===== src/rtl/bitedit_pkg.sv =====
package bitedit_pkg;
  localparam int OP_BITS = 3;

  typedef enum logic [OP_BITS-1:0] {
    OP_SET  = 3'd0,
    OP_FLIP = 3'd1,
    OP_CLR  = 3'd2,
    OP_KEEP = 3'd3,
    OP_DIFF = 3'd4,
    OP_INS  = 3'd5,
    OP_CMP  = 3'd6,
    OP_NOP  = 3'd7
  } edit_op_e;
endpackage


===== src/rtl/bitedit_alu.sv =====
module bitedit_alu
  import bitedit_pkg::*;
#(
  parameter int WIDTH = 16
) (
  input  logic [WIDTH-1:0]   acc,
  input  logic [WIDTH-1:0]   pat,
  input  logic [WIDTH-1:0]   ins,
  input  logic [OP_BITS-1:0] op,
  output logic [WIDTH-1:0]   nxt,
  output logic               wr_acc,
  output logic               wr_flag
);
  edit_op_e op_e;
  assign op_e = edit_op_e'(op);

  always_comb begin
    nxt     = acc;
    wr_acc  = 1'b1;
    wr_flag = 1'b1;
    unique case (op_e)
      OP_SET:  nxt = acc | pat;
      OP_FLIP: nxt = acc ^ pat;
      OP_CLR:  nxt = acc & ~pat;
      OP_KEEP: nxt = acc & pat;
      OP_DIFF: nxt = acc ^ pat;
      OP_INS:  nxt = (acc & pat) | ins;
      OP_CMP:  wr_acc = 1'b0;
      default: begin
        wr_acc  = 1'b0;
        wr_flag = 1'b0;
      end
    endcase
  end
endmodule


===== src/rtl/bitedit_flag.sv =====
module bitedit_flag
  import bitedit_pkg::*;
#(
  parameter int WIDTH = 16
) (
  input  logic [OP_BITS-1:0] op,
  input  logic [WIDTH-1:0]   acc,
  input  logic [WIDTH-1:0]   pat,
  input  logic [WIDTH-1:0]   nxt,
  output logic               flag_nxt
);
  logic is_cmp;
  assign is_cmp   = (edit_op_e'(op) == OP_CMP);
  assign flag_nxt = is_cmp ? (acc == pat) : (nxt == '0);
endmodule


===== src/rtl/bitedit_unit.sv =====
module bitedit_unit
  import bitedit_pkg::*;
#(
  parameter int WIDTH = 16
) (
  input  logic                clk,
  input  logic                rst,
  input  logic                req_valid,
  input  logic [2:0]          req_op,
  input  logic [WIDTH-1:0]    pat_b,
  input  logic [WIDTH-1:0]    ins_c,
  output logic [WIDTH-1:0]    acc_q,
  output logic                flag_q
);
  logic [WIDTH-1:0] nxt;
  logic             wr_acc, wr_flag, flag_nxt;

  bitedit_alu #(.WIDTH(WIDTH)) u_alu (
    .acc(acc_q), .pat(pat_b), .ins(ins_c), .op(req_op),
    .nxt(nxt), .wr_acc(wr_acc), .wr_flag(wr_flag)
  );

  bitedit_flag #(.WIDTH(WIDTH)) u_flag (
    .op(req_op), .acc(acc_q), .pat(pat_b), .nxt(nxt), .flag_nxt(flag_nxt)
  );

  always_ff @(posedge clk) begin
    if (rst) begin
      acc_q  <= '0;
      flag_q <= 1'b1;
    end else if (req_valid) begin
      if (wr_acc)  acc_q  <= nxt;
      if (wr_flag) flag_q <= flag_nxt;
    end
  end

  // R1 reset values
  assert_reset_R1: assert property (@(posedge clk)
    rst |=> (acc_q == '0) && flag_q);

  // R10 idle edges hold state
  assert_idle_hold_R10: assert property (@(posedge clk) disable iff (rst)
    !req_valid |=> $stable(acc_q) && $stable(flag_q));

  // R2 selective set
  assert_set_R2: assert property (@(posedge clk) disable iff (rst)
    (req_valid && req_op == 3'd0) |=> acc_q == ($past(acc_q) | $past(pat_b)));

  // R5 mask
  assert_mask_R5: assert property (@(posedge clk) disable iff (rst)
    (req_valid && req_op == 3'd3) |=> acc_q == ($past(acc_q) & $past(pat_b)));

  // R7 insert
  assert_insert_R7: assert property (@(posedge clk) disable iff (rst)
    (req_valid && req_op == 3'd5) |=>
      acc_q == (($past(acc_q) & $past(pat_b)) | $past(ins_c)));

  // R8 compare keeps accumulator, flag reports equality
  assert_compare_R8: assert property (@(posedge clk) disable iff (rst)
    (req_valid && req_op == 3'd6) |=>
      $stable(acc_q) && (flag_q == ($past(acc_q) == $past(pat_b))));

  // R9 no-op code
  assert_nop_R9: assert property (@(posedge clk) disable iff (rst)
    (req_valid && req_op == 3'd7) |=> $stable(acc_q) && $stable(flag_q));

  // R11 flag follows the new accumulator
  assert_zero_flag_R11: assert property (@(posedge clk) disable iff (rst)
    (req_valid && req_op <= 3'd5) |=> flag_q == (acc_q == '0));
endmodule


===== config.mk =====
export PLATFORM = sky130hd
export DESIGN_NAME = bitedit_unit
export DESIGN_NICKNAME = d
export VERILOG_FILES = /design/src/rtl/bitedit_pkg.sv /design/src/rtl/bitedit_alu.sv /design/src/rtl/bitedit_flag.sv /design/src/rtl/bitedit_unit.sv
export SDC_FILE = /design/constraint.sdc
export NUM_CORES = 1
export LEC_CHECK = 0
export BUFFER_PORTS_ARGS = -buffer_cell sky130_fd_sc_hd__buf_2
export CELL_PAD_IN_SITES_DETAIL_PLACEMENT = 1
export CELL_PAD_IN_SITES_GLOBAL_PLACEMENT = 1
export CORE_MARGIN = 5
export CORE_UTILIZATION = 27
export CTS_BUF_LIST = sky130_fd_sc_hd__clkbuf_2
export CTS_CLUSTER_SIZE = 10
export DETAILED_ROUTE_END_ITERATION = 6
export MAX_ROUTING_LAYER = met4
export PLACE_DENSITY = 0.58
export SYNTH_ARGS = -nofsm -noshare
export SYNTH_HDL_FRONTEND = slang
export SYNTH_SLANG_ARGS = --single-unit

===== constraint.sdc =====
create_clock -name clk -period 3.47 [get_ports clk]
set_clock_uncertainty 0.05 [all_clocks]
set_input_delay 0.5205 -clock clk [delete_from_list [all_inputs] [get_ports clk]]
set_output_delay 0.5205 -clock clk [all_outputs]
set_load 0.01 [all_outputs]

# Word level (Yosys, flattened, before mapping)
# Index checks and enable logic that the tools add are counted.
# classes
n_reduce_logical	7
bitwise_logic	6
n_mux	4
n_eq_ne	7
# op_table
op	count
$pmux W16 S5	1
$and A16 B16 Y16	2
$or A16 B16 Y16	2
$eq A16 B16 Y1	1
$logic_not A16 Y1	1
$not A16 Y16	1
$xor A16 B16 Y16	1
$eq A3 B3 Y1 const B	3
$reduce_or A7 Y1	1
$eq A3 B2 Y1 const B	2
$reduce_or A6 Y1	1
$reduce_and A2 Y1	2
$eq A3 B1 Y1 const B	1
$logic_not A3 Y1	1
$mux W1	3
$reduce_or A2 Y1	1
# totals
output_inout_bits	17
input_bits	38
ff_bits	17

# Longest topological paths before layout
# depth
word_depth	5
ltp_mapped	9
depth_no_buf	8

# Hierarchy
# A second synthesis with hierarchy kept.
# hier_totals
cells_unflattened	338
area_unflattened_um2	2726.4
# modules_own_cells
module	seq_area_each_um2	area_per_inst_um2	n_inst	cells_each
bitedit_alu	0.0	1721.7	1	232
bitedit_unit	340.3	783.3	1	76
bitedit_flag	0.0	221.5	1	30

# Worst setup path before layout
# OpenSTA, ideal clock, no wires.
# synth_timing
path_type	input-to-reg
startpoint	in pat_b[5]
endpoint	reg flag_q
cell_stages	8
setup_ns	0.087
arrival_ns	2.524
t_required_ns	3.333
n_path_buf	0
setup_slack_ns	0.809
cell_sequence	inv_1 > ha_1 > or2b_1 > a32o_1 > a222oi_1 > o2111ai_1 > or4_1 > o31ai_1
# synth_via
elab_chain_cells	5
# synth_rtl
item	line	rtl
from (decl)	bitedit_unit.sv:10	input logic [WIDTH-1:0] pat_b,
$and A16 B16 Y16 or $not A16 Y16 (tied branches)	bitedit_alu.sv:25, bitedit_alu.sv:27, bitedit_alu.sv:24	
$or A16 B16 Y16 or $and A16 B16 Y16 (tied branches)	bitedit_alu.sv:27, bitedit_alu.sv:24	
$pmux W16 S5	bitedit_alu.sv:21	unique case (op_e)
$logic_not A16 Y1	bitedit_flag.sv:14	assign flag_nxt = is_cmp ? (acc == pat) : (nxt == '0);
$mux W1 (*)	bitedit_flag.sv:14	
to (signal assigned)	bitedit_unit.sv:33	if (wr_flag) flag_q <= flag_nxt;
to (decl)	bitedit_unit.sv:13	output logic flag_q
# Mark *: on every way between the ends. The rest lies on a longest branch, timed or not.
# A chain may end at the register's enable or synchronous reset.

# Final worst setup path
# layout_timing
startpoint	reg acc_q[5]
endpoint	reg flag_q
# layout_via
elab_chain_cells	5
# layout_rtl
item	line	rtl
from (decl)	bitedit_unit.sv:12	output logic [WIDTH-1:0] acc_q,
from (signal assigned)	bitedit_unit.sv:32	if (wr_acc) acc_q <= nxt;
$and A16 B16 Y16	bitedit_alu.sv:25, bitedit_alu.sv:27	
$or A16 B16 Y16	bitedit_alu.sv:27	OP_INS: nxt = (acc & pat) | ins;
$pmux W16 S5	bitedit_alu.sv:21	
$logic_not A16 Y1	bitedit_flag.sv:14	
$mux W1 (*)	bitedit_flag.sv:14	
# Marks and branches as above.

==> results.sh <==
export IMPL_drive_gt1_frac=0.194
export IMPL_syn_area_per_cell_um2=7.67
export IMPL_clk_latency_ns=0.34
export IMPL_cts_buffers=3
export IMPL_synth_top_cell_area_share=0.255
export IMPL_grt_max_degree=27
export IMPL_critPathMaxFanout=6
export IMPL_ys_async_sr_fraction=0
export IMPL_synth_edf_count=0
export IMPL_die_w_um=103
export IMPL_antenna_found_initial=0
export IMPL_placedCellCount=455
export IMPL_core_area_um2=8590
export IMPL_root_buffer="clkbuf_2"
export IMPL_setup_tns_ns=0
export IMPL_drtAntennaViolNets=0
export IMPL_cts_repair_resized=0
export IMPL_clkSlewWorstSetupHoldPaths_ns=0.21
export IMPL_ys_seq_area_frac=0.145
export IMPL_rsz0062_at_grt="false"
export IMPL_antenna_cells=0
export IMPL_ys_flop_type="dfxtp_1"
export IMPL_rrSetupSlack_ns=0.67
export IMPL_grt_pass1_wl_um=13700
export IMPL_synth_area_leaders="ha_1 (26%), dfxtp_1 (14%), inv_1 (5.6%)"
export IMPL_cts_hold_fix_buffers=0
export IMPL_die_area_um2=10700
export IMPL_drc_errors=0
export IMPL_outcome="finished clean"
export IMPL_yosysWarnings=0
export IMPL_cellLeakagePower_uw=0.00128
export IMPL_critPathCapture="flag_q"
export IMPL_tightest_slew_ns=1.36
export IMPL_via_per_inst=5.34
export IMPL_routabilityCongestion=0.845
export IMPL_regToRegStartpoint="acc_q[5]"
export IMPL_cts_setup_buffers=0
export IMPL_totalWireLength_um=8610
export IMPL_io_buffers=54
export IMPL_min_period_ns=2.80
export IMPL_rows=34
export IMPL_max_slew_margin=0.0938
export IMPL_cp_end_kind="flop"
export IMPL_grt_use_total=0.172
export IMPL_powerDensity_nw_per_um2=242
export IMPL_routedWlPerCell_um=18.8
export IMPL_fillerInstances=1079
export IMPL_critPathKind="flop to flop"
export IMPL_maxSlewViolCount=0
export IMPL_fin_cells=459
export IMPL_dp_hpwl_um=6790
export IMPL_setup_viol=0
export IMPL_yosysUniqueCellTypes=51
export IMPL_area_delta_synth_final_pct=15.8
export IMPL_htreeDepth=1
export IMPL_cap_violations=0
export IMPL_r2r_end="flag_q"
export IMPL_finalCritPeriodShare=0.808
export IMPL_r2r_cells=8
export IMPL_vias=2453
export IMPL_cp_arrival_ns=3.03
export IMPL_dr_pass1_iters=5
export IMPL_fin_util=0.317
export IMPL_initial_core_util=0.274
export IMPL_crit_required_ns=3.70
export IMPL_startpoint_type="flop"
export IMPL_io_pins=55
export IMPL_cts_tree="done"
export IMPL_fmax_ghz=0.357
export IMPL_startpoint="acc_q[5]"
export IMPL_grt_overflow_total=0
export IMPL_die_h_um=103
export IMPL_hold_viol=0
export IMPL_synth_top_area_cell="ha_1"
export IMPL_ys_ff_latch=17
export IMPL_min_path_type="input port to flop"
export IMPL_drtIter0Drc=76
export IMPL_nNetsFinal=438
export IMPL_synth_area_um2=2350
export IMPL_syn_nets=393
export IMPL_syn_inst=307
export IMPL_max_vdd_ir_drop_uv=89.9
export IMPL_cts_buffer_depth=2
export IMPL_grt_pass1_vias=2538
export IMPL_clock_sinks=17
==> metrics by stage <==
stage / worst slack [ns] / cell area, um^2 / hold slack [ns] / total power [uW]
final: 0.666 / 2730 / 0.477 / 660
after global routing: 0.466 / 2730 / 0.485 / 711
after CTS: 0.637 / 2730 / 0.473 / 668
after detailed placement: 0.462 / 2710 / 0.504 / 551
after global placement: 0.531 / 2710 / 0.493 / 547
after floorplan: 0.809 / 2350 / 0.485 / 431
==> per-layer routing <==
layer  vias to the layer above  global-route usage  part of all wire
met2                        62               0.285              0.47
li1                       1202                   -                 -
met4                         0              0.0249             0.010
met3                         9              0.0208             0.054
met1                      1180               0.228              0.46
met5                         -                   -                 0
==> cell usage after synthesis, drive strengths merged, types with 4 or more instances <==
master,n
a22o,4
o31ai,4
nor4,7
o21ai,16
dfxtp,17
a211oi,13
a311oi,4
inv,35
buf,11
nor2,23
ha,48
nand2,19
o22ai,4
clkbuf,8
nand2b,5
o211ai,4
a21oi,13
a22oi,6
nand4,4
nor3b,5
a221oi,6
nor2b,11
a32o,5
==> worst min path at each step <==
stage          cells past startpoint  startpoint         to  slack, ns
3_3_place_gp                       2   acc_q[11]  acc_q[11]       0.49
5_1_grt                            3   req_valid   acc_q[4]       0.48
3_5_place_dp                       2   acc_q[11]  acc_q[11]       0.50
2_1_floorplan                      2   acc_q[15]  acc_q[15]       0.49
4_1_cts                            3   req_valid   acc_q[4]       0.47
6_report                           3   req_valid   acc_q[4]       0.48
==> final cells by class <==
type	instances	area, um^2	area share
clock buffers	4	20.0	0.00734
multi-input cells	236	1790	0.657
flip-flops and latches	17	340	0.125
inverters	35	131	0.0482
well taps	108	135	0.0495
repair buffers	59	308	0.113
==> worst max-delay path: stages, from the launching register on <==
cell       delay (ns)
dfxtp_1          0.48
inv_1            0.07
ha_1             0.31
or2b_1           0.23
a32o_1           0.24
a222oi_1         0.43
o2111ai_1        0.18
or4_1            0.53
o31ai_1          0.23
==> state kept, by name, indices dropped and copies added (netlist names) <==
signal / count
acc_q: 16
flag_q: 1
==> power by group <==
part / internal, uW / total, uW / leakage (uW) / switching, uW
sequential: 211 / 234 / 0.000141 / 22.9
clock: 30.5 / 114 / 0.0000166 / 83.3
combinational: 125 / 312 / 0.00113 / 186
total: 367 / 660 / 0.00128 / 293
==> cells in the final DEF, fill, tap and decap left out, drive strengths merged, types with 7 or more instances in the layout <==
cell     n
o21ai   16
ha      48
dfxtp   17
a21oi   13
a211oi  13
nor2    23
nor4     7
nor2b   11
inv     35
nand2   19
buf     59
==> kinds of logic (layout without fill, tap and decap cells) <==
logic type	count (synthesis)	after routing	synth area share
adders and majority gates	48	48	0.255
muxes	4	4	0.0181
DFF	17	17	0.145
AOI/OAI and AO/OA	91	91	0.276
and+or+nand+nor	91	91	0.205
xor gates and xnor gates	2	2	0.00744
buffers and inverters	54	98	0.0941
Note: power is estimated with default switching activity, not from simulation.
